## src/rtl/fir_pkg.sv

```systemverilog
package fir_pkg;
    // Number of coefficient taps in the transposed chain.
    localparam int NTAPS = 3;
    // Extra accumulator bits above the raw product width.
    localparam int GUARD_BITS = 2;
endpackage

```

## src/rtl/fir_tap_mult.sv

```systemverilog
module fir_tap_mult #(
    parameter int XW    = 12,
    parameter int CW    = 10,
    parameter int PW    = 24,
    parameter bit SPLIT = 1'b0
) (
    input  logic                 clk,
    input  logic                 rst,
    input  logic                 en,
    input  logic signed [XW-1:0] x,
    input  logic signed [CW-1:0] c,
    output logic        [PW-1:0] prod
);
    localparam int FW = XW + CW;
    localparam int LO = CW / 2;
    localparam int HI = CW - LO;
    localparam int LW = XW + LO + 1;
    localparam int HW = XW + HI;

    // Direct full product, used for the plain path and as a reference.
    logic signed [FW-1:0] x_full, c_full, full_prod;
    logic signed [PW-1:0] full_ref;

    always_comb begin
        x_full    = {{(FW-XW){x[XW-1]}}, x};
        c_full    = {{(FW-CW){c[CW-1]}}, c};
        full_prod = x_full * c_full;
        full_ref  = {{(PW-FW){full_prod[FW-1]}}, full_prod};
    end

    generate
        if (SPLIT) begin : g_split
            logic signed [LW-1:0] x_lo, c_lo, lo_c, lo_q;
            logic signed [HW-1:0] x_hi, c_hi, hi_c, hi_q;
            logic signed [PW-1:0] lo_ext, hi_ext;

            always_comb begin
                x_lo = {{(LW-XW){x[XW-1]}}, x};
                c_lo = {{(LW-LO){1'b0}}, c[LO-1:0]};
                lo_c = x_lo * c_lo;
                x_hi = {{(HW-XW){x[XW-1]}}, x};
                c_hi = {{(HW-HI){c[CW-1]}}, c[CW-1:LO]};
                hi_c = x_hi * c_hi;
            end

            // First half: two partial products held in registers.
            always_ff @(posedge clk) begin
                if (rst) begin
                    lo_q <= '0;
                    hi_q <= '0;
                end else if (en) begin
                    lo_q <= lo_c;
                    hi_q <= hi_c;
                end
            end

            // Second half: shift and merge.
            always_comb begin
                lo_ext = {{(PW-LW){lo_q[LW-1]}}, lo_q};
                hi_ext = {{(PW-HW){hi_q[HW-1]}}, hi_q};
                prod   = (hi_ext <<< LO) + lo_ext;
            end


            split_product_chk: assert property (@(posedge clk) disable iff (rst)
                en |=> (prod == $past(full_ref)));
        end else begin : g_plain
            assign prod = full_ref;


            zero_operand_chk: assert property (@(posedge clk) disable iff (rst)
                (en && (x == '0 || c == '0)) |-> (prod == '0));
        end
    endgenerate
endmodule

```

## src/rtl/fir_sum_chain.sv

```systemverilog
module fir_sum_chain
    import fir_pkg::*;
#(
    parameter int PW = 24
) (
    input  logic                        clk,
    input  logic                        rst,
    input  logic                        en,
    input  logic [NTAPS-1:0][PW-1:0]    prods,
    output logic [PW-1:0]               acc
);
    // st[0] is the output sum, st[NTAPS-1] holds the oldest tap product.
    logic [NTAPS-1:0][PW-1:0] st;
    logic [NTAPS-1:0][PW-1:0] upstream;
    logic [NTAPS-1:0][PW-1:0] nxt;

    assign upstream = {{PW{1'b0}}, st[NTAPS-1:1]};

    always_comb begin
        for (int k = 0; k < NTAPS; k++) begin
            nxt[k] = prods[k] + upstream[k];
        end
    end

    always_ff @(posedge clk) begin
        if (rst) begin
            st <= '0;
        end else if (en) begin
            st <= nxt;
        end
    end

    assign acc = st[0];


    history_hold_chk: assert property (@(posedge clk) disable iff (rst)
        !en |=> $stable(st));


    output_hold_chk: assert property (@(posedge clk) disable iff (rst)
        !en |=> $stable(acc));


    chain_clear_chk: assert property (@(posedge clk)
        rst |=> (st == '0));
endmodule

```

## src/rtl/transposed_fir.sv

```systemverilog
module transposed_fir
    import fir_pkg::*;
#(
    parameter int XW         = 12,
    parameter int CW         = 10,
    parameter int OUT_SHIFT  = 4,
    parameter bit FINE_GRAIN = 1'b0,
    localparam int ACCW      = XW + CW + GUARD_BITS,
    localparam int YW        = ACCW - OUT_SHIFT
) (
    input  logic                 clk,
    input  logic                 rst,
    input  logic                 in_valid,
    input  logic signed [XW-1:0] x_in,
    input  logic signed [CW-1:0] h0,
    input  logic signed [CW-1:0] h1,
    input  logic signed [CW-1:0] h2,
    output logic                 y_valid,
    output logic signed [YW-1:0] y_out
);
    logic [NTAPS-1:0][CW-1:0]   coefs;
    logic [NTAPS-1:0][ACCW-1:0] prods;
    logic [ACCW-1:0]            acc;
    logic                       chain_en;
    logic                       trunc_unused;

    assign coefs = {h2, h1, h0};

    // Broadcast: the same sample reaches every tap multiplier.
    generate
        for (genvar t = 0; t < NTAPS; t++) begin : g_tap
            fir_tap_mult #(
                .XW(XW), .CW(CW), .PW(ACCW), .SPLIT(FINE_GRAIN)
            ) u_mul (
                .clk(clk), .rst(rst), .en(in_valid),
                .x(x_in), .c(coefs[t]), .prod(prods[t])
            );
        end

        if (FINE_GRAIN) begin : g_fg_valid
            logic stage_valid;
            always_ff @(posedge clk) begin
                if (rst) stage_valid <= 1'b0;
                else     stage_valid <= in_valid;
            end
            assign chain_en = stage_valid;


            fg_first_stage_chk: assert property (@(posedge clk) disable iff (rst)
                in_valid |=> stage_valid);

            fg_latency_chk: assert property (@(posedge clk) disable iff (rst)
                stage_valid |=> y_valid);

            fg_idle_chk: assert property (@(posedge clk) disable iff (rst)
                !stage_valid |=> !y_valid);
        end else begin : g_plain_valid
            assign chain_en = in_valid;


            plain_latency_chk: assert property (@(posedge clk) disable iff (rst)
                in_valid |=> y_valid);

            plain_idle_chk: assert property (@(posedge clk) disable iff (rst)
                !in_valid |=> !y_valid);
        end
    endgenerate

    fir_sum_chain #(.PW(ACCW)) u_chain (
        .clk(clk), .rst(rst), .en(chain_en), .prods(prods), .acc(acc)
    );

    always_ff @(posedge clk) begin
        if (rst) y_valid <= 1'b0;
        else     y_valid <= chain_en;
    end

    // Truncation only at the final output.
    assign y_out        = acc[OUT_SHIFT +: YW];
    assign trunc_unused = ^acc[OUT_SHIFT-1:0];


    reset_clear_chk: assert property (@(posedge clk)
        rst |=> (!y_valid && y_out == '0));
endmodule

```

## config.mk

```make
export PLATFORM = sky130hd
export DESIGN_NAME = transposed_fir
export DESIGN_NICKNAME = d
export VERILOG_FILES = /design/src/rtl/fir_pkg.sv /design/src/rtl/fir_tap_mult.sv /design/src/rtl/fir_sum_chain.sv /design/src/rtl/transposed_fir.sv
export SDC_FILE = /design/constraint.sdc
export NUM_CORES = 1
export LEC_CHECK = 0
export BUFFER_PORTS_ARGS = -buffer_cell sky130_fd_sc_hd__buf_2
export CAP_MARGIN = 0
export CORE_ASPECT_RATIO = 1.75
export CORE_UTILIZATION = 30
export DETAILED_ROUTE_END_ITERATION = 8
export PLACE_DENSITY = 0.42
export SYNTH_ARGS = -nofsm -noshare
export SYNTH_HDL_FRONTEND = slang
export SYNTH_SLANG_ARGS = --single-unit
```

## constraint.sdc

```tcl
create_clock -name clk -period 12.9 [get_ports clk]
set_clock_uncertainty 0.2 [all_clocks]
set_input_delay 1.29 -clock clk [delete_from_list [all_inputs] [get_ports clk]]
set_output_delay 1.29 -clock clk [all_outputs]
set_load 0.1 [all_outputs]
```

==> results of run 1 <==
[state kept, by name, summed over array words and instances (netlist names)]
signal       cells
y_valid          1
u_chain.st      45
u_chain.acc     20
[stage by stage]
| stage | instances | hold slack (ns) |
|---|---|---|
| floorplan | 1985 | 0.226 |
| CTS | 2741 | 0.267 |
| global placement | 2725 | 0.246 |
| finish | 2741 | 0.261 |
| global route | 2741 | 0.294 |
| detailed placement | 2725 | 0.252 |
[tightest hold or removal path, cell delays in order, from the launching register on]
cell,delay (ns)
dfxtp_1,0.33
nand2_1,0.04
o21ai_0,0.06
[final timing paths]
| path | startpoint | endpoint | slack [ns] | cells past startpoint |
|---|---|---|---|---|
| setup / recovery | x_in[7] | u_chain.acc[22] | 4.56 | 28 |
| hold / removal | u_chain.acc[14] | u_chain.acc[14] | 0.26 | 2 |
| setup reg to reg | u_chain.st[57] | u_chain.st[46] | 8.13 | 15 |
| hold reg to reg | u_chain.acc[14] | u_chain.acc[14] | 0.26 | 2 |
[kinds of logic (layout without fill, tap and decap cells)]
group / Yosys count / count (layout) / synth area share
buffers and inverters: 520 / 503 / 0.114
muxes: 34 / 34 / 0.0193
adders and majority gates: 536 / 536 / 0.524
DFF: 66 / 66 / 0.0745
xor gates and xnor gates: 76 / 76 / 0.0375
AOI/OAI and AO/OA: 184 / 184 / 0.0741
and+or+nand+nor: 569 / 569 / 0.156
[cell type report]
type	instances	area, um2	share of cell area
tap	773	967	0.0511
clock inverter	4	50.0	0.00265
clock buffer	12	256	0.0136
timing repair buffer	71	373	0.0197
inverter	416	1560	0.0825
multi-input combinational	1399	14400	0.761
sequential	66	1320	0.0698
[Yosys cell counts (3+ instances only)]
master and number:
and4_1 3, nor3b_1 3, clkbuf_1 79, inv_1 415, a21o_1 14, a31oi_1 6, nor2_1 98, o211ai_1 5
o21ai_0 28, a41oi_1 3, xor2_1 14, nor4_1 5, a221o_1 3, o21ai_1 3, fa_1 346, a211o_1 5
a21oi_1 44, buf_4 21, mux2i_1 33, o21a_1 13, nand2b_1 35, nor2b_1 8, o21bai_1 8, buf_1 4
and2_1 156, nand2_1 215, nor3_1 21, ha_1 190, nand3_1 11, a211oi_1 17, and3_1 5, dfxtp_1 66
xnor2_1 62
[per-layer routing]
| layer | up-vias | GRT usage | routed length (um) |
|---|---|---|---|
| li1 | 6009 | - | - |
| met1 | 6683 | 0.180 | 17500 |
| met2 | 147 | 0.340 | 27900 |
| met3 | 55 | 0.0135 | 835 |
| met4 | 0 | 0.0738 | 2220 |
| met5 | - | 0 | 0 |
==> impl_metrics.ini, run 1 <==
[yosys]
ys_ff_latch = 66
synth_area_mm2 = 0.0177
yosysWarningCount = 0
syn-num-nets = 2566
synth.avg_cell_area_um2 = 8.94
synth_area_leader_cell = fa_1
netlist_instances = 1985
async_flop_share = 0
yosysTopAreaCellShare = 0.390
synth-edff-count = 0
synthDistinctLibCells = 67
ys_top_cells_by_area = fa_1 39%, ha_1 13%, inv_1 8.8%
ys.flop_type = dfxtp_1
ys_seq_area_frac = 0.0745

[sta]
min_period_over_period = 0.647
min_period_ns = 8.34
relSlewSlack = 0.360
fmax_ghz = 0.120
fin_tns_setup_ns = 0
maxSlewViolCount = 0
hold_viol_final = 0
rsz0062_at_grt = no
fin_ws_ns = 4.56
worst_pin_slew_ns = 0.960
setup_viol = 0

[die]
io_pins = 66
core-area_mm2 = 0.0583
start_util = 0.304
dieArea_mm2 = 0.0601
die_x_um = 186
die_h_um = 324
core.rowCount = 117

[grt]
antenna_found_initial = 1
grt_pass1_wl_um = 77100
grt_max_degree = 69
grt_overflow = 0
grtUsageTotal = 0.172
grt_pass1_vias = 14052

[clock_tree]
hold_buffers = 0
cts_resized = 0
clk_latency_ns = 0.35
clock-root-buffer = clkbuf_16
clkSinkCount = 66
cts_setup_buffers = 0
clk_pin_slew_ns = 0.06
cts_tree = done
htreeDepth = 3
cts_buffer_depth = 2
cts_buffers = 9

[cells_and_area]
final_util = 0.325
nets = 2544
final_common_cell = inv_1
n_fill_cell = 6292
mostFrequentLayoutCells = 415 x inv_1, 346 x fa_1, 215 x nand2_1
num_antenna_cells = 0
syn2layout_area_growth_pct = 6.64
stdcell_area_mm2 = 0.0189
layout-drive-gt1-share = 0.0508

[critical_path]
cp_max_fo = 30
cp.arrival_ns = 8.38
required_ns = 12.94
critPathBufInv = 6
worst_path_max_delay_cell = buf_2
cp-start-kind = primary input
critical_path.max_stage_delay_ns = 0.56
cp-end-kind = register
critical_path_class = in -> reg
critPathTopFamily = adder cells

[detailed_routing]
drcViolationCount = 0
vias = 12894
vias_per_cell = 4.70
drt_iter0_markers = 514
post_drt_wl_per_cell_um = 17.7
antenna_left = 0
drt-total-wl_um = 48500
drt-pass1-iter-count = 4

[placed_design]
globalplace.congestion = 0.785
pre_cts_ws_ns = 4.14
io_buffers = 65
dpl-instance-area_mm2 = 0.0186
dp_hpwl_um = 40000

[flow_run]
cap_violations = 0

[hold_path]
hp-class = reg -> reg

[status]
status = finished, final reports clean
Power of run 1 is left out: the tool's default activity adds up to more than one toggle a clock period on the data nets, which glitch-free logic cannot reach.
==> inputs of run 2 (changes only) <==
- PLACE_DENSITY: 0.42 -> 0.43
- clock period: 12.9 -> 7.24 ns (I/O delays scaled with it)
==> impl_metrics.ini, run 2 (synthesis results as in run 1) <==
[status]
status = finished, final reports clean

[die]
start_util = 0.304
core.rowCount = 117
core-area_mm2 = 0.0583
die_h_um = 324
dieArea_mm2 = 0.0601
io_pins = 66
die_x_um = 186

[critical_path]
critPathMostFrequentCell = fa_1
cp.arrival_ns = 7.01
reg2reg_to = u_chain.st[46]
critical_path.max_stage_delay_ns = 0.58
reg2reg_depth = 15
r2r_start = u_chain.st[57]
cp-start-kind = primary input
reg2reg_slack_ns = 2.43
cp_max_fo = 4
required_ns = 7.28
critical_path_class = in -> reg
cp-end-kind = register
worst_path_max_delay_cell = fa_1

[clock_tree]
htreeDepth = 3
clk_latency_ns = 0.35
clk_pin_slew_ns = 0.07
cts_buffer_depth = 2
clock-root-buffer = clkbuf_16
cts_buffers = 9
cts_tree = done
clkSinkCount = 66

[detailed_routing]
drt-total-wl_um = 47800
vias_per_cell = 4.65
antenna_left = 0
post_drt_wl_per_cell_um = 16.9
vias = 13184
drt-pass1-iter-count = 5
drt_iter0_markers = 427
drcViolationCount = 0

[cells_and_area]
nets = 2638
layout-drive-gt1-share = 0.101
top_register = u_chain.st
mostFrequentLayoutCells = 415 x inv_1, 345 x fa_1, 214 x nand2_1
num_antenna_cells = 0
final_common_cell = inv_1
largest_reg_flops = 45
n_fill_cell = 6242
final_util = 0.339
syn2layout_area_growth_pct = 11.5

[hold_path]
hp-class = reg -> reg
hp-start = u_chain.acc[11]
hold_depth = 2
holdPathEnd = u_chain.acc[11]

[sta]
worst_pin_slew_ns = 0.931
min_period_ns = 6.98
fmax_ghz = 0.143
min_period_over_period = 0.964
relSlewSlack = 0.377
fin_tns_setup_ns = 0
hold_viol_final = 0
maxSlewViolCount = 0
setup_viol = 0

[grt]
antenna_found_initial = 0
grt_pass1_wl_um = 75900
grt_max_degree = 69
grtUsageTotal = 0.166
grt_overflow = 0
grt_pass1_vias = 14053

[placed_design]
io_buffers = 65
globalplace.congestion = 0.788
dp_hpwl_um = 40600

[flow_run]
cap_violations = 0
run 2: routing by layer:
layer | part of all wire | wire [um] | track usage
met1 | 0.37 | 17700 | 0.182
met5 | 0 | 0 | 0
met4 | 0.032 | 1530 | 0.0616
met3 | 0.019 | 905 | 0.0109
met2 | 0.58 | 27700 | 0.327
run 2: how the worst max path moves through the flow:
stage                 start              end  slack [ns]  cells after the start
floorplan             h0[1]  u_chain.acc[22]        0.20                     27
global placement    x_in[5]  u_chain.acc[22]       -0.29                     28
detailed placement  x_in[5]  u_chain.acc[22]       -0.32                     28
CTS                 x_in[5]  u_chain.acc[17]        0.03                     27
global route        x_in[5]  u_chain.acc[17]      -0.009                     27
finish              x_in[3]  u_chain.acc[22]        0.26                     26
run 2: worst max-delay path: cells and delay by family:
family / cells / cell delay (ns)
XOR/XNOR: 1 / 0.08
AND/OR/NAND/NOR: 4 / 0.55
adder cells (fa/ha/maj): 7 / 3.13
buffers and inverters: 7 / 0.82
AO/OA/AOI/OAI: 7 / 1.71
run 2: cell type report:
cell class	count	area [um2]	share of cell area
Clock buffer	10	239	0.0121
Clock inverter	6	88.8	0.00449
Inverter	416	1560	0.0790
Multi-Input combinational cell	1399	14500	0.732
Sequential cell	66	1320	0.0668
Tap cell	773	967	0.0489
Timing Repair Buffer	165	1110	0.0563
run 2: what timing repair did:
item / 4_1_cts / 5_1_grt
buffers inserted: 0 / 2
setup endpoints to repair: 0 / 11
resized for setup: 0 / 27
hold buffers: 0 / 0
run 2: stage by stage:
stage	hold slack [ns]	instance area [um2]	setup slack, ns	instances
after detailed placement	0.265	19300	-0.319	2817
after floorplan	0.226	17700	0.204	1985
final	0.274	19800	0.264	2835
after global placement	0.261	19300	-0.288	2817
after global routing	0.299	19800	-0.00950	2835
after CTS	0.274	19600	0.0343	2833
Power of run 2 is left out for the same reason.
==> inputs of run 3 (changes only) <==
- CORE_UTILIZATION: 30 -> 50
- PLACE_DENSITY: 0.43 -> 0.66
==> impl_metrics.ini, run 3 (synthesis results as in run 1) <==
[sta]
hold_viol_final = 0
min_period_over_period = 0.955
relSlewSlack = 0.292
maxSlewViolCount = 0
worst_pin_slew_ns = 1.06
min_period_ns = 6.92
hold_ws_ns = 0.261
setup_viol = 0
fin_tns_setup_ns = 0
fin_ws_ns = 0.323
fmax_ghz = 0.145
rsz0062_at_grt = no

[detailed_routing]
drt-pass1-iter-count = 8
vias = 13450
antenna_left = 0
drt_iter0_markers = 622
vias_per_cell = 5.40
drcViolationCount = 0
drt-total-wl_um = 44000
post_drt_wl_per_cell_um = 17.7

[clock_tree]
cts_setup_buffers = 0
clk_latency_ns = 0.34
cts_buffers = 9
htreeDepth = 3
clkSinkCount = 66
cts_buffer_depth = 2
clock-root-buffer = clkbuf_16
clk_pin_slew_ns = 0.06
cts_tree = done

[placed_design]
dp_hpwl_um = 36900
post-place-cells = 2475
globalplace.congestion = 0.894
io_buffers = 65
pre_cts_ws_ns = -0.0827

[flow_run]
cap_violations = 0

[die]
start_util = 0.511
core-area_mm2 = 0.0347
core.rowCount = 90
die_h_um = 251
die_x_um = 144
io_pins = 66
dieArea_mm2 = 0.0363

[grt]
grt_overflow = 0
grt_pass1_vias = 14215
grt_max_degree = 70
grt_pass1_wl_um = 70600
use_met2 = 0.476
grtUsageTotal = 0.257
antenna_found_initial = 4
grt-busiest-layer = met2
gr-usage-met3 = 0.0208
global_route.usage.met1 = 0.276

[critical_path]
cp.arrival_ns = 6.91
worst_path_max_delay_cell = fa_1
critical_path.max_stage_delay_ns = 0.54
required_ns = 7.24
cp-end-kind = register
reg2reg_slack_ns = 2.47
cp-start-kind = primary input
cp_max_fo = 7
critical_path_class = in -> reg

[cells_and_area]
layoutNonFillerInstCount = 2491
top_register = u_chain.st
final_common_cell = inv_1
largest_reg_flops = 45
syn2layout_area_growth_pct = 7.41
seq_area_mm2 = 0.00132
nets = 2607
multiInputGateArea_mm2 = 0.0144
layout-drive-gt1-share = 0.0818
n_fill_cell = 3236
mostFrequentLayoutCells = 415 x inv_1, 346 x fa_1, 215 x nand2_1

[status]
status = finished, final reports clean

[hold_path]
hp-class = reg -> reg
## run 3: cell count changes in the layout (fill, tap and decap cells not counted), sizes merged
cell      change
clkinvlp      -2
diode         +2
buf          -29
clkinv        -1
inv           -1
## run 3: final cells by class
class,instances,area share
Antenna cell,2,0.000263
Timing Repair Buffer,134,0.0444
Clock buffer,12,0.0140
Multi-Input combinational cell,1399,0.757
Clock inverter,2,0.00315
Inverter,416,0.0819
Tap cell,460,0.0302
Sequential cell,66,0.0693
## run 3: path summary, 6_finish.rpt
check                                        to  cells after the start             from
worst max-delay path            u_chain.acc[17]                     29          x_in[6]
worst min-delay path            u_chain.acc[14]                      2  u_chain.acc[14]
worst max register to register   u_chain.st[46]                     15   u_chain.st[57]
worst min register to register  u_chain.acc[14]                      2  u_chain.acc[14]
## run 3: through the flow
stage | cell area, um2 | util
6_report | 19100 | 0.549
5_1_grt | 19100 | 0.549
4_1_cts | 19000 | 0.548
3_5_place_dp | 18700 | 0.539
3_3_place_gp | 18700 | 0.539
2_1_floorplan | 17700 | -
## run 3: worst max-delay path: cells and delay by family
kind                       cells  cell delay, ns
adders and majority gates      7            3.04
AOI/OAI and AO/OA              6            1.18
and+or+nand+nor                6            0.99
buffers and inverters          9            0.86
xor gates and xnor gates       1            0.12
## run 3: routing by layer
layer	vias up	part of all wire
met5	-	0.00025
li1	6138	-
met2	306	0.55
met3	118	0.028
met1	6886	0.35
met4	2	0.072
## run 3: repair_timing
item	4_1_cts	5_1_grt
gates resized for setup	0	4
hold buffers	0	0
endpoints found under the hold margin	0	0
endpoints found under the setup margin	0	2
Power of run 3 is left out for the same reason.
